===== src/rtl/chan_ctl_pkg.sv =====
// Shared address map and helpers for the channel control register file.
// Assumes a 12-bit byte offset bus and 32-bit data.
package chan_ctl_pkg;
    localparam int ADDR_W   = 12;
    localparam int DATA_W   = 32;
    localparam int NUM_ATTR = 5;
    // Attribute order follows the set-address spacing of 8 bytes.
    localparam logic [ADDR_W-1:0] OFS_STATUS  = 12'h000;
    localparam logic [ADDR_W-1:0] OFS_CONFIG  = 12'h004;
    localparam logic [ADDR_W-1:0] OFS_WAIT    = 12'h010;
    localparam logic [ADDR_W-1:0] OFS_ATTR0   = 12'h018;
    localparam logic [ADDR_W-1:0] OFS_ERROR   = 12'h04C;
    localparam logic [ADDR_W-1:0] OFS_DONE    = 12'h504;
    localparam logic [ADDR_W-1:0] OFS_DMASK   = 12'h520;

    // Set address of attribute idx; its clear address is this plus 4.
    function automatic logic [ADDR_W-1:0] attr_set_ofs(input int idx);
        return OFS_ATTR0 + ADDR_W'(8 * idx);
    endfunction
endpackage


===== src/rtl/setclr_bank.sv =====
// One per-channel attribute vector written through a set address and a
// clear address. Assumes single-cycle writes; 0 bits in the data are no-ops.
module setclr_bank
    import chan_ctl_pkg::*;
#(
    parameter int                W       = 32,
    parameter logic [ADDR_W-1:0] SET_OFS = 12'h018
) (
    input  logic              clk,
    input  logic              rst_n,
    input  logic              wr,
    input  logic [ADDR_W-1:0] addr,
    input  logic [W-1:0]      wdata,
    output logic [W-1:0]      q
);
    localparam logic [ADDR_W-1:0] CLR_OFS = SET_OFS + ADDR_W'(4);

    logic set_hit, clr_hit;
    assign set_hit = wr && (addr == SET_OFS);
    assign clr_hit = wr && (addr == CLR_OFS);

    // Update the vector from set or clear writes.
    always_ff @(posedge clk) begin
        if (!rst_n)       q <= '0;
        else if (set_hit) q <= q | wdata;
        else if (clr_hit) q <= q & ~wdata;
    end

    a_r2_set_ones: assert property (@(posedge clk) disable iff (!rst_n)
        set_hit |=> ((q & $past(wdata)) == $past(wdata)));
    a_r2_set_keeps: assert property (@(posedge clk) disable iff (!rst_n)
        set_hit |=> ((q & $past(q)) == $past(q)));
    a_r3_clear_ones: assert property (@(posedge clk) disable iff (!rst_n)
        clr_hit |=> ((q & $past(wdata)) == '0));
    a_r10_hold: assert property (@(posedge clk) disable iff (!rst_n)
        !(set_hit || clr_hit) |=> $stable(q));
endmodule


===== src/rtl/w1c_sticky.sv =====
// Sticky flags set by hardware events and cleared by writing 1s.
// Assumes an event and a clearing write on the same bit resolve to set.
module w1c_sticky #(
    parameter int W = 32
) (
    input  logic         clk,
    input  logic         rst_n,
    input  logic [W-1:0] hw_set,
    input  logic         clr_wr,
    input  logic [W-1:0] clr_data,
    output logic [W-1:0] q
);
    logic [W-1:0] clr_bits;
    assign clr_bits = clr_wr ? clr_data : '0;

    // Clear requested bits, then let events override.
    always_ff @(posedge clk) begin
        if (!rst_n) q <= '0;
        else        q <= (q & ~clr_bits) | hw_set;
    end

    a_r4_set_wins: assert property (@(posedge clk) disable iff (!rst_n)
        1'b1 |=> ((q & $past(hw_set)) == $past(hw_set)));
    a_r4_sticky: assert property (@(posedge clk) disable iff (!rst_n)
        !clr_wr |=> ((q & $past(q)) == $past(q)));
endmodule


===== src/rtl/done_route.sv =====
// Routes completion and active state by the completion mask: masked
// channels are hidden from peripherals and feed the combined line.
module done_route #(
    parameter int W = 32
) (
    input  logic [W-1:0] done_q,
    input  logic [W-1:0] active,
    input  logic [W-1:0] mask,
    output logic [W-1:0] periph_done,
    output logic [W-1:0] periph_active,
    output logic         done_all
);
    // Gate per-peripheral outputs and reduce the masked completions.
    always_comb begin
        periph_done   = done_q & ~mask;
        periph_active = active & ~mask;
        done_all      = |(done_q & mask);
    end

    // a channel is never both routed out and counted in combined.
    always_comb begin
        a_r5_masked_quiet: assert (((periph_done | periph_active) & mask) == '0);
        a_r6_combined: assert (!done_all || ((done_q & ~periph_done) != '0));
    end
endmodule


===== src/rtl/chan_ctl_regs.sv =====
// Register file of a DMA controller: set/clear attribute vectors,
// configuration, sticky completion with mask routing and error flag.
// Assumes combinational read data and single-cycle writes.
module chan_ctl_regs
    import chan_ctl_pkg::*;
#(
    parameter int          NUM_CH    = 32,
    parameter logic [31:0] WAIT_INIT = 32'hFFFF_1EFF
) (
    input  logic              clk,
    input  logic              rst_n,
    input  logic              bus_wr,
    input  logic [ADDR_W-1:0] bus_addr,
    input  logic [DATA_W-1:0] bus_wdata,
    output logic [DATA_W-1:0] bus_rdata,
    input  logic [NUM_CH-1:0] hw_done,
    input  logic [NUM_CH-1:0] hw_active,
    input  logic              hw_err,
    output logic [NUM_CH-1:0] burst_only,
    output logic [NUM_CH-1:0] req_mask,
    output logic [NUM_CH-1:0] ch_enable,
    output logic [NUM_CH-1:0] alt_sel,
    output logic [NUM_CH-1:0] hi_prio,
    output logic              master_en,
    output logic [2:0]        prot,
    output logic              err_flag,
    output logic [NUM_CH-1:0] periph_done,
    output logic [NUM_CH-1:0] periph_active,
    output logic              done_all
);
    localparam logic [31:0] CH_MASK = 32'((64'd1 << NUM_CH) - 64'd1);
    localparam logic [4:0]  CH_TOP  = 5'(NUM_CH - 1);

    logic [NUM_ATTR-1:0][NUM_CH-1:0] attr_q;
    logic [NUM_CH-1:0] done_q, dmask_q;
    logic [NUM_CH-1:0] wdata_ch;
    logic [0:0]        err_q;

    assign wdata_ch = bus_wdata[NUM_CH-1:0];

    // One set/clear bank per attribute, addresses 8 bytes apart.
    for (genvar i = 0; i < NUM_ATTR; i++) begin : g_attr
        setclr_bank #(.W(NUM_CH), .SET_OFS(attr_set_ofs(i))) u_bank (
            .clk(clk), .rst_n(rst_n), .wr(bus_wr), .addr(bus_addr),
            .wdata(wdata_ch), .q(attr_q[i])
        );
    end

    assign burst_only = attr_q[0];
    assign req_mask   = attr_q[1];
    assign ch_enable  = attr_q[2];
    assign alt_sel    = attr_q[3];
    assign hi_prio    = attr_q[4];

    w1c_sticky #(.W(NUM_CH)) u_done (
        .clk(clk), .rst_n(rst_n), .hw_set(hw_done),
        .clr_wr(bus_wr && bus_addr == OFS_DONE), .clr_data(wdata_ch), .q(done_q)
    );

    w1c_sticky #(.W(1)) u_err (
        .clk(clk), .rst_n(rst_n), .hw_set(hw_err),
        .clr_wr(bus_wr && bus_addr == OFS_ERROR), .clr_data(bus_wdata[0]), .q(err_q)
    );
    assign err_flag = err_q[0];

    // Configuration and completion mask registers.
    always_ff @(posedge clk) begin
        if (!rst_n) begin
            master_en <= 1'b0;
            prot      <= 3'b000;
            dmask_q   <= '0;
        end else if (bus_wr) begin
            if (bus_addr == OFS_CONFIG) begin
                master_en <= bus_wdata[0];
                prot      <= bus_wdata[7:5];
            end
            if (bus_addr == OFS_DMASK) dmask_q <= wdata_ch;
        end
    end

    done_route #(.W(NUM_CH)) u_route (
        .done_q(done_q), .active(hw_active), .mask(dmask_q),
        .periph_done(periph_done), .periph_active(periph_active), .done_all(done_all)
    );

    // Read multiplexer; unmapped and write-only offsets return zero.
    always_comb begin
        bus_rdata = '0;
        for (int i = 0; i < NUM_ATTR; i++)
            if (bus_addr == attr_set_ofs(i)) bus_rdata = 32'(attr_q[i]);
        unique case (bus_addr)
            OFS_STATUS: bus_rdata = {11'd0, CH_TOP, 15'd0, master_en};
            OFS_WAIT:   bus_rdata = WAIT_INIT & CH_MASK;
            OFS_ERROR:  bus_rdata = {31'd0, err_flag};
            OFS_DONE:   bus_rdata = 32'(done_q);
            OFS_DMASK:  bus_rdata = 32'(dmask_q);
            default: ;
        endcase
    end

    a_r7_config: assert property (@(posedge clk) disable iff (!rst_n)
        (bus_wr && bus_addr == OFS_CONFIG) |=> (master_en == $past(bus_wdata[0])
                                                && prot == $past(bus_wdata[7:5])));
    a_r9_upper_zero: assert property (@(posedge clk) disable iff (!rst_n)
        (bus_addr == OFS_DONE || bus_addr == OFS_DMASK) |-> ((bus_rdata & ~CH_MASK) == '0));
endmodule


===== config.mk =====
export PLATFORM = sky130hd
export DESIGN_NAME = chan_ctl_regs
export DESIGN_NICKNAME = d
export VERILOG_FILES = /design/src/rtl/chan_ctl_pkg.sv /design/src/rtl/setclr_bank.sv /design/src/rtl/w1c_sticky.sv /design/src/rtl/done_route.sv /design/src/rtl/chan_ctl_regs.sv
export SDC_FILE = /design/constraint.sdc
export NUM_CORES = 1
export LEC_CHECK = 0
export ABC_AREA = 1
export BUFFER_PORTS_ARGS = -buffer_cell sky130_fd_sc_hd__buf_2
export CORE_MARGIN = 2
export CORE_UTILIZATION = 45
export CTS_BUF_LIST = sky130_fd_sc_hd__clkbuf_8
export CTS_CLUSTER_SIZE = 8
export DETAILED_ROUTE_END_ITERATION = 10
export PLACE_DENSITY = 0.82
export REMOVE_ABC_BUFFERS = 1
export SETUP_SLACK_MARGIN = 0.15
export SYNTH_ARGS = -nofsm -noshare
export SYNTH_HDL_FRONTEND = slang
export SYNTH_SLANG_ARGS = --single-unit
export TNS_END_PERCENT = 1

===== constraint.sdc =====
create_clock -name clk -period 3.1 [get_ports clk]
set_input_delay 0.62 -clock clk [delete_from_list [all_inputs] [get_ports clk]]
set_output_delay 0.62 -clock clk [all_outputs]
set_load 0.05 [all_outputs]

After elaboration in Yosys (flattened, before gate mapping)
Cells that the tools add are included.
Storage, ports and cells
  flip-flop bits (word level): 229
  bits of input ports: 112
  output and inout port bits: 262
  word-level logic and storage cells: 85
Cells by class
  eq/ne operators: 15
  multiplexer cells: 18
  bitwise gates (word level): 21
  reduce and logical (&&, ||, !) cells: 21
Operator list (count)
  32-bit two-way mux: 16
  32-bit bitwise AND: 9
  32-bit bitwise OR: 6
  32-bit one-hot mux with 5 select lines: 1
  12-bit by 6-bit equality test with 1-bit output (second input constant): 8
  32-bit NOT: 3
  12-bit by 5-bit equality test with 1-bit output (second input constant): 3
  32-bit OR reduction: 1
  12-bit by 11-bit equality test with 1-bit output (second input constant): 2
  12-bit by 3-bit equality test with 1-bit output (second input constant): 1
  12-bit by 7-bit equality test with 1-bit output (second input constant): 1
  1-bit logical AND: 12
  12-bit logical NOT: 1
  2-bit nonzero test: 5
  2-bit AND reduction: 2
  1-bit bitwise AND: 1
  1-bit two-way mux: 1
  1-bit NOT: 1
  1-bit bitwise OR: 1

Longest topological paths before layout
  word-level depth: 7
  gate-level depth with buffers: 13
  mapped depth without buffers: 12

Cells and area by module
A second synthesis with hierarchy kept.
Second synthesis, totals
  cells, all modules: 2454
  area, all modules: 14739.1 um2
By module, submodules not included
  chan_ctl_regs: instances 1, cells each 660, area each 3798.6 um2, sequential area each 720.7 um2
  setclr_bank (g_attr[0].u_bank ...): instances 2, cells each 284, area each 1741.7 um2, sequential area each 640.6 um2
  setclr_bank (g_attr[3].u_bank): instances 1, cells each 288, area each 1944.4 um2, sequential area each 640.6 um2
  setclr_bank (g_attr[4].u_bank): instances 1, cells each 286, area each 1761.7 um2, sequential area each 640.6 um2
  setclr_bank (g_attr[1].u_bank): instances 1, cells each 288, area each 1755.4 um2, sequential area each 640.6 um2
  w1c_sticky (u_done): instances 1, cells each 167, area each 1234.9 um2, sequential area each 640.6 um2
  done_route: instances 1, cells each 191, area each 716.9 um2, sequential area each 0.0 um2
  w1c_sticky (u_err): instances 1, cells each 6, area each 43.8 um2, sequential area each 20.0 um2

Worst setup path before layout
No wires, ideal clock.
  kind: input -> output
  start point: input bus_addr[9]
  end point: output bus_rdata[15]
  arrival time: 2.392 ns
  required time: 2.480 ns
  path slack: 0.088 ns
  stages on the path: 9
  path through: nor2_2 nand2_4 buf_6 inv_2 nand3_1 nand3_4 buf_4 nor3_1 a21oi_1
Between the ends
  word-level cells in the longest chain between the ends: 7
  elaborated cells on any way between the ends: 16
  those cells by class: eq/ne: 9; mux: 6; reduce/logical: 1
Ends and longest elaborated chain
  from (decl): line chan_ctl_regs.sv:13  | input logic [ADDR_W-1:0] bus_addr,
  12-bit by 5-bit equality test with 1-bit output: line chan_ctl_regs.sv:90  | if (bus_addr == attr_set_ofs(i)) bus_rdata = 32'(attr_q[i]);
  32-bit two-way mux (5 in series): line chan_ctl_regs.sv:90
  32-bit one-hot mux with 5 select lines (*): line chan_ctl_regs.sv:91  | unique case (bus_addr)
  to (decl): line chan_ctl_regs.sv:15  | output logic [DATA_W-1:0] bus_rdata,
Every way passes the cells marked *; elsewhere a longest branch is shown, timed or not.

Worst setup path after layout
  start point: input bus_addr[0]
  end point: output bus_rdata[15]
Same word-level chain as after synthesis.

==> summary.txt <==
Run status
  • Status: finished, final reports clean

STA
  • Clock skew: 0 ps
  • Final hold slack: 307 ps
  • Sum Neg Setup Slack: 0 ps
  • Final period util: 94.5%
  • Max Slew Vio Count: 0
  • Slew of the pin with the lowest slew margin: 644 ps
  • Final Hold Viols: 0
  • Setup WS post-layout: 171 ps
  • Unrepaired setup endpoints after global routing: yes
  • Max Clk Rate: 341 MHz
  • Final Setup Violations: 0
  • Min Clock Period, post-route: 2930 ps
  • Max_slew headroom: 56.6%

Cells and area
  • Sequential Area: 4580 sq um
  • Area Overhead vs Synth: 28.3%
  • Final Non-Filler Cells: 2481
  • Commonest non-fill, non-tap cell in the layout: nand2_1
  • Share of layout cells above drive strength 1: 25.4%
  • Multi-input gate area: 5790 sq um
  • Final net count: 2240
  • # diodes: 0
  • Most frequent cells in the layout: nand2_1 (371), buf_2 (357), a21oi_1 (256)
  • Fillers: 2384
  • Design area: 14900 sq um

Clocking
  • Worst-case clock buffer depth: 3
  • Clk_lat worst skew: 520 ps
  • Root buffer cell: clkbuf_8
  • CTS tree: yes
  • H-tree depth: 2
  • Clk sinks: 229
  • Clock-pin slew on the worst setup and hold paths: 60 ps
  • Number of buffers created by CTS: 41

Routing
  • Via-per-instance ratio: 5.74
  • Final WL: 50.1 mm
  • Wire per inst: 20.2 um
  • Residual DRC: 0
  • DR vias: 14300
  • Routed Antenna Nets: 0
  • Drt first pass iters: 6
  • First DRT Iteration DRCs: 1740

Synthesis
  • Post-Synthesis Cells: 1738
  • Post-Syn Area per Cell: 6.67 sq um
  • Cell variety after synth: 35
  • Yosys warns: 0
  • Syn Std Cell Area: 11600 sq um
  • Seq/Total Area, Yosys: 39.5%
  • Synth Register Bits: 229

Floorplanning
  • Initial Util: 45.9%
  • # IOs: 374
  • Die Y: 165 um
  • Core area: 25300 sq um
  • Number of cell rows: 58
  • Die W: 165 um
  • Die area: 27100 sq um

Worst setup path
  • Crit path capture type: output pin
  • Setup Crit Path Kind: in2out
  • Worst Setup Start Kind: input port
  • Reg2reg setup slack: 2180 ps
  • CP required: 2480 ps
  • Crit Path Max Fanout: 19
  • Critical R2R Capture: dmask_q[0]
  • CP arrival: 2310 ps
  • End point of the critical path: bus_rdata[15]
  • Setup crit start: bus_addr[0]
  • R2R depth: 2
  • Worst r2r src: dmask_q[0]

Job
  • Total of max-cap violations: 0

Placed design
  • DP Worst Slack: 53.5 ps
  • Port Buffers: 373
  • Placed wire-length estimate: 35.0 mm
  • Placed Area: 14000 sq um
  • Placer Congestion: 0.957
  • Placed Cells: 2412

GRT
  • GRT Total Usage: 35.8%
  • GRT overflow: 0
  • Vias in the first global route: 13400
  • Initial antenna violation count: 1
  • Global-route wire length before repair: 74.5 mm
  • Pin count of the biggest net entering global routing: 73

Power and ir drop
  • Switch Pwr: 1760 uW
  • Power share of the sequential group: 47.1%
  • P_int: 4610 uW
  • Clock share of power: 43.0%
  • Switching Fraction: 27.7%
  • VDD IR-drop max: 350 uV
  • Pwr Density: 428 nW/um^2
  • Comb power frac: 9.9%
  • P_leak: 0.00737 uW

Min path
  • Tightest Hold Check Type: in2reg
  • Hold path cells: 3
## power by group through the flow
stage | Sequential, uW | Clock, uW | Combinational [uW]
2_1_floorplan | 3060 | 0 | 355
3_3_place_gp | 3060 | 0 | 606
3_5_place_dp | 3060 | 0 | 614
4_1_cts | 3000 | 2730 | 616
5_1_grt | 3000 | 2880 | 667
6_report | 3000 | 2740 | 629
## routing by layer
metal  wire length [um]  up-vias  GRT usage, %
met4               2530        0          17.5
met2              22800     1137          58.9
li1                   -     6480             -
met3               6640      231          8.94
met5                  0        -             0
met1              18200     6404          43.7
## worst max-delay path: stages
cell     delay [ps]
buf_2           110
nor2_4          230
nand3_4         150
nor2_8          190
buf_12          210
nand2_2         110
nand4_1         110
nand2_1          50
a21oi_1         210
buf_2           310
## area by class of cell
type,count,area share (%)
multi-input cells,1210,38.9
clock buffers,45,4.16
flip-flops and latches,229,30.8
inverters,203,5.20
well taps,330,2.77
repair buffers,443,17.2
clock inverters,21,0.908
## cell families (layout without fill, tap and decap cells)
| logic type | Yosys count | after routing | synth area share, % |
|---|---|---|---|
| AOI/OAI and AO/OA | 531 | 531 | 23.3 |
| and+or+nand+nor | 679 | 679 | 26.3 |
| buffers and inverters | 299 | 712 | 10.9 |
| DFF | 229 | 229 | 39.5 |
## metrics by stage
stage | total power, uW | util (%)
detailed placement | 3680 | 55.5
finish | 6370 | 58.9
global route | 6550 | 58.9
CTS | 6340 | 58.5
global placement | 3670 | 55.5
floorplan | 3410 | -
## how the worst min path moves through the flow
| stage | slack, ps | from | endpoint |
|---|---|---|---|
| final | 310 | hw_done[15] | u_done.q[15] |
| after global routing | 310 | hw_done[20] | u_done.q[20] |
| after CTS | 300 | hw_done[15] | u_done.q[15] |
| after detailed placement | 460 | register | register |
| after global placement | 460 | register | register |
| after floorplan | 450 | u_done.q[14] | u_done.q[14] |
## timing repair
action | in CTS | in global routing
endpoints found under the setup margin | 1 | 32
pin swaps | 0 | 3
hold buffers | 0 | 0
gates resized for setup | 2 | 32
setup buffers | 0 | 3
## Yosys cell counts (all sizes together)
library cell	count	area share [%]
a211oi	1	0.11
a21oi	256	11
a31oi	5	0.27
buf	42	2.6
clkbuf	54	1.7
clkinv	3	0.097
dfxtp	229	40
inv	200	6.5
nand2	378	12
nand3	83	4.0
nand3b	26	1.7
nand4	2	0.11
nor2	128	5.0
nor3	52	2.4
nor4	1	0.054
o2111ai	3	0.23
o21ai	255	11
o22ai	10	0.54
o31ai	1	0.065
or2	9	0.49
No activity file was read; power rests on OpenSTA's default activity.
